File: config.mk
export PLATFORM = sky130hd
export DESIGN_NAME = rail_supervisor
export DESIGN_NICKNAME = d
export VERILOG_FILES = /design/src/rtl/sup_pkg.sv /design/src/rtl/sup_window_cnt.sv /design/src/rtl/sup_ctrl_fsm.sv /design/src/rtl/rail_supervisor.sv
export SDC_FILE = /design/constraint.sdc
export NUM_CORES = 1
export LEC_CHECK = 0
export BUFFER_PORTS_ARGS = -buffer_cell sky130_fd_sc_hd__buf_4
export CAP_MARGIN = 25
export CORE_AREA = 2 2 39 41
export CTS_BUF_LIST = sky130_fd_sc_hd__clkbuf_8
export CTS_CLUSTER_DIAMETER = 40
export CTS_CLUSTER_SIZE = 25
export DETAILED_ROUTE_END_ITERATION = 6
export DIE_AREA = 0 0 41 43
export HOLD_SLACK_MARGIN = 0.08
export PLACE_DENSITY_LB_ADDON = 0.25
export SYNTH_ARGS = -nofsm -noshare
export SYNTH_HDL_FRONTEND = slang
export SYNTH_HIERARCHICAL = 1
export SYNTH_SLANG_ARGS = --single-unit
File: constraint.sdc
create_clock -name clk -period 1.65 [get_ports clk]
set_input_delay 0 -clock clk [delete_from_list [all_inputs] [get_ports clk]]
set_output_delay 0 -clock clk [all_outputs]
set_load 0.005 [all_outputs]
File: src/rtl/sup_pkg.sv
package sup_pkg;
    typedef enum logic [1:0] {
        ST_HOLD   = 2'd0,
        ST_COUNT  = 2'd1,
        ST_RUN    = 2'd2,
        ST_FILTER = 2'd3
    } sup_state_t;
endpackage

File: src/rtl/sup_window_cnt.sv
module sup_window_cnt #(
    parameter int LIMIT = 16
) (
    input  logic clk,
    input  logic rst_n,
    input  logic run,
    output logic done
);
    localparam int W = (LIMIT > 1) ? $clog2(LIMIT) : 1;
    localparam logic [W-1:0] LAST = W'(LIMIT - 1);

    logic [W-1:0] cnt;

    always_ff @(posedge clk or negedge rst_n) begin
        if (!rst_n) begin
            cnt <= '0;
        end else if (!run) begin
            cnt <= '0;
        end else if (cnt != LAST) begin
            cnt <= cnt + 1'b1;
        end
    end

    assign done = run && (cnt == LAST);


    cnt_in_range_chk: assert property (@(posedge clk) disable iff (!rst_n)
        cnt <= LAST);

    cnt_clears_chk: assert property (@(posedge clk) disable iff (!rst_n)
        !run |=> cnt == '0);
endmodule

File: src/rtl/sup_ctrl_fsm.sv
module sup_ctrl_fsm
    import sup_pkg::*;
(
    input  logic       clk,
    input  logic       rst_n,
    input  logic       rail_ok,
    input  logic       uvlo,
    input  logic       delay_done,
    input  logic       glitch_done,
    output sup_state_t state
);
    sup_state_t nxt;

    always_comb begin
        nxt = state;
        unique case (state)
            ST_HOLD: begin
                if (rail_ok && !uvlo) nxt = ST_COUNT;
            end
            ST_COUNT: begin
                if (uvlo || !rail_ok) nxt = ST_HOLD;
                else if (delay_done)  nxt = ST_RUN;
            end
            ST_RUN: begin
                if (uvlo)          nxt = ST_HOLD;
                else if (!rail_ok) nxt = ST_FILTER;
            end
            ST_FILTER: begin
                if (uvlo)             nxt = ST_HOLD;
                else if (rail_ok)     nxt = ST_RUN;
                else if (glitch_done) nxt = ST_HOLD;
            end
        endcase
    end

    always_ff @(posedge clk or negedge rst_n) begin
        if (!rst_n) state <= ST_HOLD;
        else        state <= nxt;
    end


    release_from_count_chk: assert property (@(posedge clk) disable iff (!rst_n)
        (state == ST_RUN && $past(state) != ST_RUN && $past(state) != ST_FILTER)
            |-> $past(state) == ST_COUNT);
endmodule

File: src/rtl/rail_supervisor.sv
module rail_supervisor
    import sup_pkg::*;
#(
    parameter int DELAY_CYCLES  = 64,
    parameter int GLITCH_CYCLES = 8
) (
    input  logic clk,
    input  logic rst_n,
    input  logic rail_ok,
    input  logic uvlo,
    input  logic line_sense,
    output logic nrst_o,
    output logic delay_busy
);
    sup_state_t state;
    logic       delay_done;
    logic       glitch_done;
    logic       delay_run;
    logic       glitch_run;

    sup_ctrl_fsm u_fsm (
        .clk         (clk),
        .rst_n       (rst_n),
        .rail_ok     (rail_ok),
        .uvlo        (uvlo),
        .delay_done  (delay_done),
        .glitch_done (glitch_done),
        .state       (state)
    );

    sup_window_cnt #(.LIMIT(DELAY_CYCLES)) u_delay (
        .clk   (clk),
        .rst_n (rst_n),
        .run   (delay_run),
        .done  (delay_done)
    );

    sup_window_cnt #(.LIMIT(GLITCH_CYCLES)) u_glitch (
        .clk   (clk),
        .rst_n (rst_n),
        .run   (glitch_run),
        .done  (glitch_done)
    );

    always_comb begin
        delay_run  = 1'b0;
        glitch_run = 1'b0;
        nrst_o     = 1'b0;
        delay_busy = 1'b0;
        unique case (state)
            ST_HOLD:   ;
            ST_COUNT:  begin delay_run = 1'b1; delay_busy = 1'b1; end
            ST_RUN:    nrst_o = 1'b1;
            ST_FILTER: begin glitch_run = 1'b1; nrst_o = 1'b1; end
        endcase
    end


    uvlo_asserts_chk: assert property (@(posedge clk) disable iff (!rst_n)
        uvlo |=> !nrst_o);

    bad_rail_holds_chk: assert property (@(posedge clk) disable iff (!rst_n)
        (!nrst_o && !rail_ok) |=> !nrst_o);

    rise_after_delay_chk: assert property (@(posedge clk) disable iff (!rst_n)
        $rose(nrst_o) |-> $past(delay_busy));

    outside_pull_ignored_chk: assert property (@(posedge clk) disable iff (!rst_n)
        (nrst_o && !line_sense) |=> !delay_busy);

    busy_only_low_chk: assert property (@(posedge clk) disable iff (!rst_n)
        delay_busy |-> !nrst_o);
endmodule

==> impl_summary.log <==
INFO  metric end_kind = flip-flop
INFO  metric gr-usage-all-layers = 0.155
INFO  metric num_io_pins = 7
INFO  metric slew_viol_final = 0
INFO  metric worst_slew_pin_slew = 0.249 ns
INFO  metric nets = about 80
INFO  metric antenna_cells = 0
INFO  metric clock_buffers_created_by_tritoncts = 3
INFO  metric rsz0062_at_grt = no
INFO  metric start_util = 0.429
INFO  metric drt_iter0_drc = 5
INFO  metric synth_warnings = 6
INFO  metric postPlaceCellArea = roughly 710 um2
INFO  metric synth_top_area_frac = 0.463
INFO  metric gp_congestion = roughly 0.68
INFO  metric tritoncts = done
INFO  metric post_route_drc = 0
INFO  metric worst_hold_slack = 0.155 ns
INFO  metric power.clock.fraction = 0.446
INFO  metric total_power = around 0.57 mW
INFO  metric via_count = 425
INFO  metric cts_max_level = 1
INFO  metric critical_path_peak_fanout = 2
INFO  metric synth_top_area_cell = sky130_fd_sc_hd__dfrtp_1
INFO  metric synth.top_cells.by_area = sky130_fd_sc_hd__dfrtp_1 46%, sky130_fd_sc_hd__mux2i_1 8.4%, sky130_fd_sc_hd__ha_1 6.3%
INFO  metric first_global_vias = 446
INFO  metric final-instance-count-excl-fill = 88
INFO  metric syn_area_per_cell = about 11 um2
INFO  metric power.switching_fraction = 0.200
INFO  metric numPlacedInstances = 81
INFO  metric cp_delay_by_family_top = flip-flops
INFO  metric layout.cells.most_common_list = 13 x sky130_fd_sc_hd__buf_4, 11 x sky130_fd_sc_hd__dfrtp_1, 5 x sky130_fd_sc_hd__mux2i_1
INFO  metric power_density = 717 nW/um2
INFO  metric critical_path_class = flip-flop to flip-flop
INFO  metric cp_common_cell = sky130_fd_sc_hd__ha_2
INFO  metric detailedRoute.firstPassIterationCount = 4
INFO  metric synth-seq-area-share = 0.463
INFO  metric overflow = 0
INFO  metric clock-root-buffer = sky130_fd_sc_hd__clkbuf_8
INFO  metric die_h = between 40 and 50 um
INFO  metric power.static_leakage = 0.394 nW
INFO  metric wl_per_instance = about 11 um
INFO  metric fmax = 642 MHz
INFO  metric place.detailed.hpwl = 692 um
INFO  metric relSlewSlack = 0.833
INFO  metric dp_slack = between 0.015 and 0.02 ns
INFO  metric final_layout_size_suffix_gt1_frac = 0.347
INFO  metric grt_antenna_before_repair = 0
INFO  metric postSynthCellCount = 54
INFO  metric worstPathRequired = 1.78 ns
INFO  metric mappedNetlistNets = slightly above 60
INFO  metric final-setup-viol-count = 0
INFO  metric cpPeakStageDelay = 0.38 ns
INFO  metric clock_latency = about 0.23 ns
INFO  metric clk_pin_slew_worst_paths = ~0.050 ns
INFO  metric finalWirelength = 964 um
INFO  metric cts_num_sinks = 11
INFO  metric final-hold-violation-count = 0
INFO  metric vdd_ir_max = 0.482 mV
INFO  metric design.die.area = about 1800 um2
INFO  metric critical_path_buf_inv_count = 0
INFO  metric status = finished clean
INFO  metric synth_cell_type_count = 24
INFO  metric grt_start_max_net_pins = 12
INFO  metric row_count = 14
INFO  metric io_buffers = 5
INFO  metric final_period_minus_worst_setup_slack = 1.56 ns
INFO  metric cell_internal_power = around 0.46 mW
INFO  metric critical_path.slowest_cell = sky130_fd_sc_hd__dfrtp_1
INFO  metric ys_ff_latch = 11
INFO  metric final_core_utilization = 0.578
INFO  metric timing.final.ws_setup = between 0.09 and 0.1 ns
INFO  metric synth_area = 594 um2
INFO  metric final.setup_skew = 0.00178 ns
INFO  metric period_share = 0.944
INFO  metric drt.antenna.violating_nets = 0
INFO  metric area_growth = 34.5%
INFO  metric vias_per_cell = a little under 5
INFO  metric total_switching_power = 0.115 mW
INFO  metric sequentialPowerShare = 0.484
INFO  metric maxCapViolCount = 0
INFO  metric final_common_cell = sky130_fd_sc_hd__buf_4
INFO  metric combPwrFrac = 0.070
INFO  metric core_area = between 1000 and 1500 um2
INFO  metric first_pass_grt_wire_length = 1.79 mm
INFO  metric timing.critical_path.cells = ha_2, ha_2, and2_2, mux2_4, a2111oi_4
INFO  metric cts-root-to-sink-buffers = 2
INFO  metric final.setup.tns = 0 ns
INFO  metric die_w = 41 um
INFO  metric post-route-cell-area = 800 um2
INFO  metric holdCritPathClass = input pin to asynchronous set/reset pin
INFO  metric critical_path.startpoint_type = flip-flop
INFO  metric crit_arrival = 1.69 ns
## routing by layer
layer,vias up,track usage,part of all wire
li1,223,-,-
met3,2,0.0314,0.025
met1,195,0.202,0.50
met4,0,0.120,0.020
met5,-,0,0
met2,5,0.213,0.45
## worst register-to-register path: stages, from the launching register on
cell and delay (ns):
sky130_fd_sc_hd__dfrtp_1 0.38, sky130_fd_sc_hd__ha_2 0.18, sky130_fd_sc_hd__ha_2 0.16, sky130_fd_sc_hd__and2_2 0.19, sky130_fd_sc_hd__mux2_4 0.27, sky130_fd_sc_hd__a2111oi_4 0.27
## kinds of logic after synthesis
kind of cell	share of synthesized area
AOI/OAI and AO/OA	0.0968
xor gates and xnor gates	0.0147
adders and majority gates	0.0632
buffers and inverters	0.0253
DFF	0.463
muxes	0.109
and+or+nand+nor	0.227
## cell type report
cell class,instances,area [um2]
Clock buffer,3,41.3
Clock inverter,1,3.75
Fill cell,120,584
Inverter,2,7.51
Multi-Input combinational cell,39,324
Sequential cell,11,275
Tap cell,16,20.0
Timing Repair Buffer,16,128
## power groups by stage
stage / logic, mW / clock network [mW] / registers, mW
detailed placement: 0.0329 / 0 / 0.281
CTS: 0.0386 / 0.267 / 0.277
finish: 0.0403 / 0.256 / 0.277
global placement: 0.0324 / 0 / 0.281
global route: 0.0450 / 0.285 / 0.277
floorplan: 0.0118 / 0 / 0.281
## timing repair
action,in CTS,in global routing
endpoints found under the hold margin,13,0
gates resized for setup,0,3
endpoints found under the setup margin,0,1
hold buffers,3,0
setup buffers,0,0
## Yosys cell counts
cell type,instances
sky130_fd_sc_hd__mux2i_1,5
sky130_fd_sc_hd__nor2_1,2
sky130_fd_sc_hd__a2111oi_2,1
sky130_fd_sc_hd__nand3_1,2
sky130_fd_sc_hd__mux2_4,1
sky130_fd_sc_hd__o211a_1,1
sky130_fd_sc_hd__ha_1,3
sky130_fd_sc_hd__and3_4,1
sky130_fd_sc_hd__inv_1,2
sky130_fd_sc_hd__dfrtp_1,11
sky130_fd_sc_hd__a21oi_1,1
sky130_fd_sc_hd__and2_1,2
sky130_fd_sc_hd__a31oi_1,2
sky130_fd_sc_hd__and3_1,1
sky130_fd_sc_hd__nand3_4,1
sky130_fd_sc_hd__xnor2_1,1
sky130_fd_sc_hd__and3b_1,1
sky130_fd_sc_hd__clkbuf_1,2
sky130_fd_sc_hd__nand2b_1,1
sky130_fd_sc_hd__and2_2,2
sky130_fd_sc_hd__o21ai_0,3
sky130_fd_sc_hd__nor4_1,1
sky130_fd_sc_hd__nand2_1,4
sky130_fd_sc_hd__nor2b_1,3
## sequential cells by signal (all words and copies together) (netlist names)
register      count
u_glitch/cnt      3
u_fsm/state       2
u_delay/cnt       6
## path summary, 6_finish.rpt
path                                              from                           to  slack [ns]  cells after the start
setup / recovery           u_glitch/cnt[0]$_DFFE_PN0P_   u_fsm/state[0]$_DFFE_PN0P_        0.09                      5
min in group clk                                  uvlo   u_fsm/state[0]$_DFFE_PN0P_        0.48                      3
setup reg to reg           u_glitch/cnt[0]$_DFFE_PN0P_   u_fsm/state[0]$_DFFE_PN0P_        0.09                      5
hold reg to reg             u_delay/cnt[2]$_DFFE_PN0P_   u_delay/cnt[2]$_DFFE_PN0P_        0.49                      1
hold / removal                                   rst_n  u_glitch/cnt[2]$_DFFE_PN0P_        0.15                      2
max in group asynchronous                        rst_n   u_delay/cnt[5]$_DFFE_PN0P_        1.35                      2
Power figures use the tool's default switching activity.
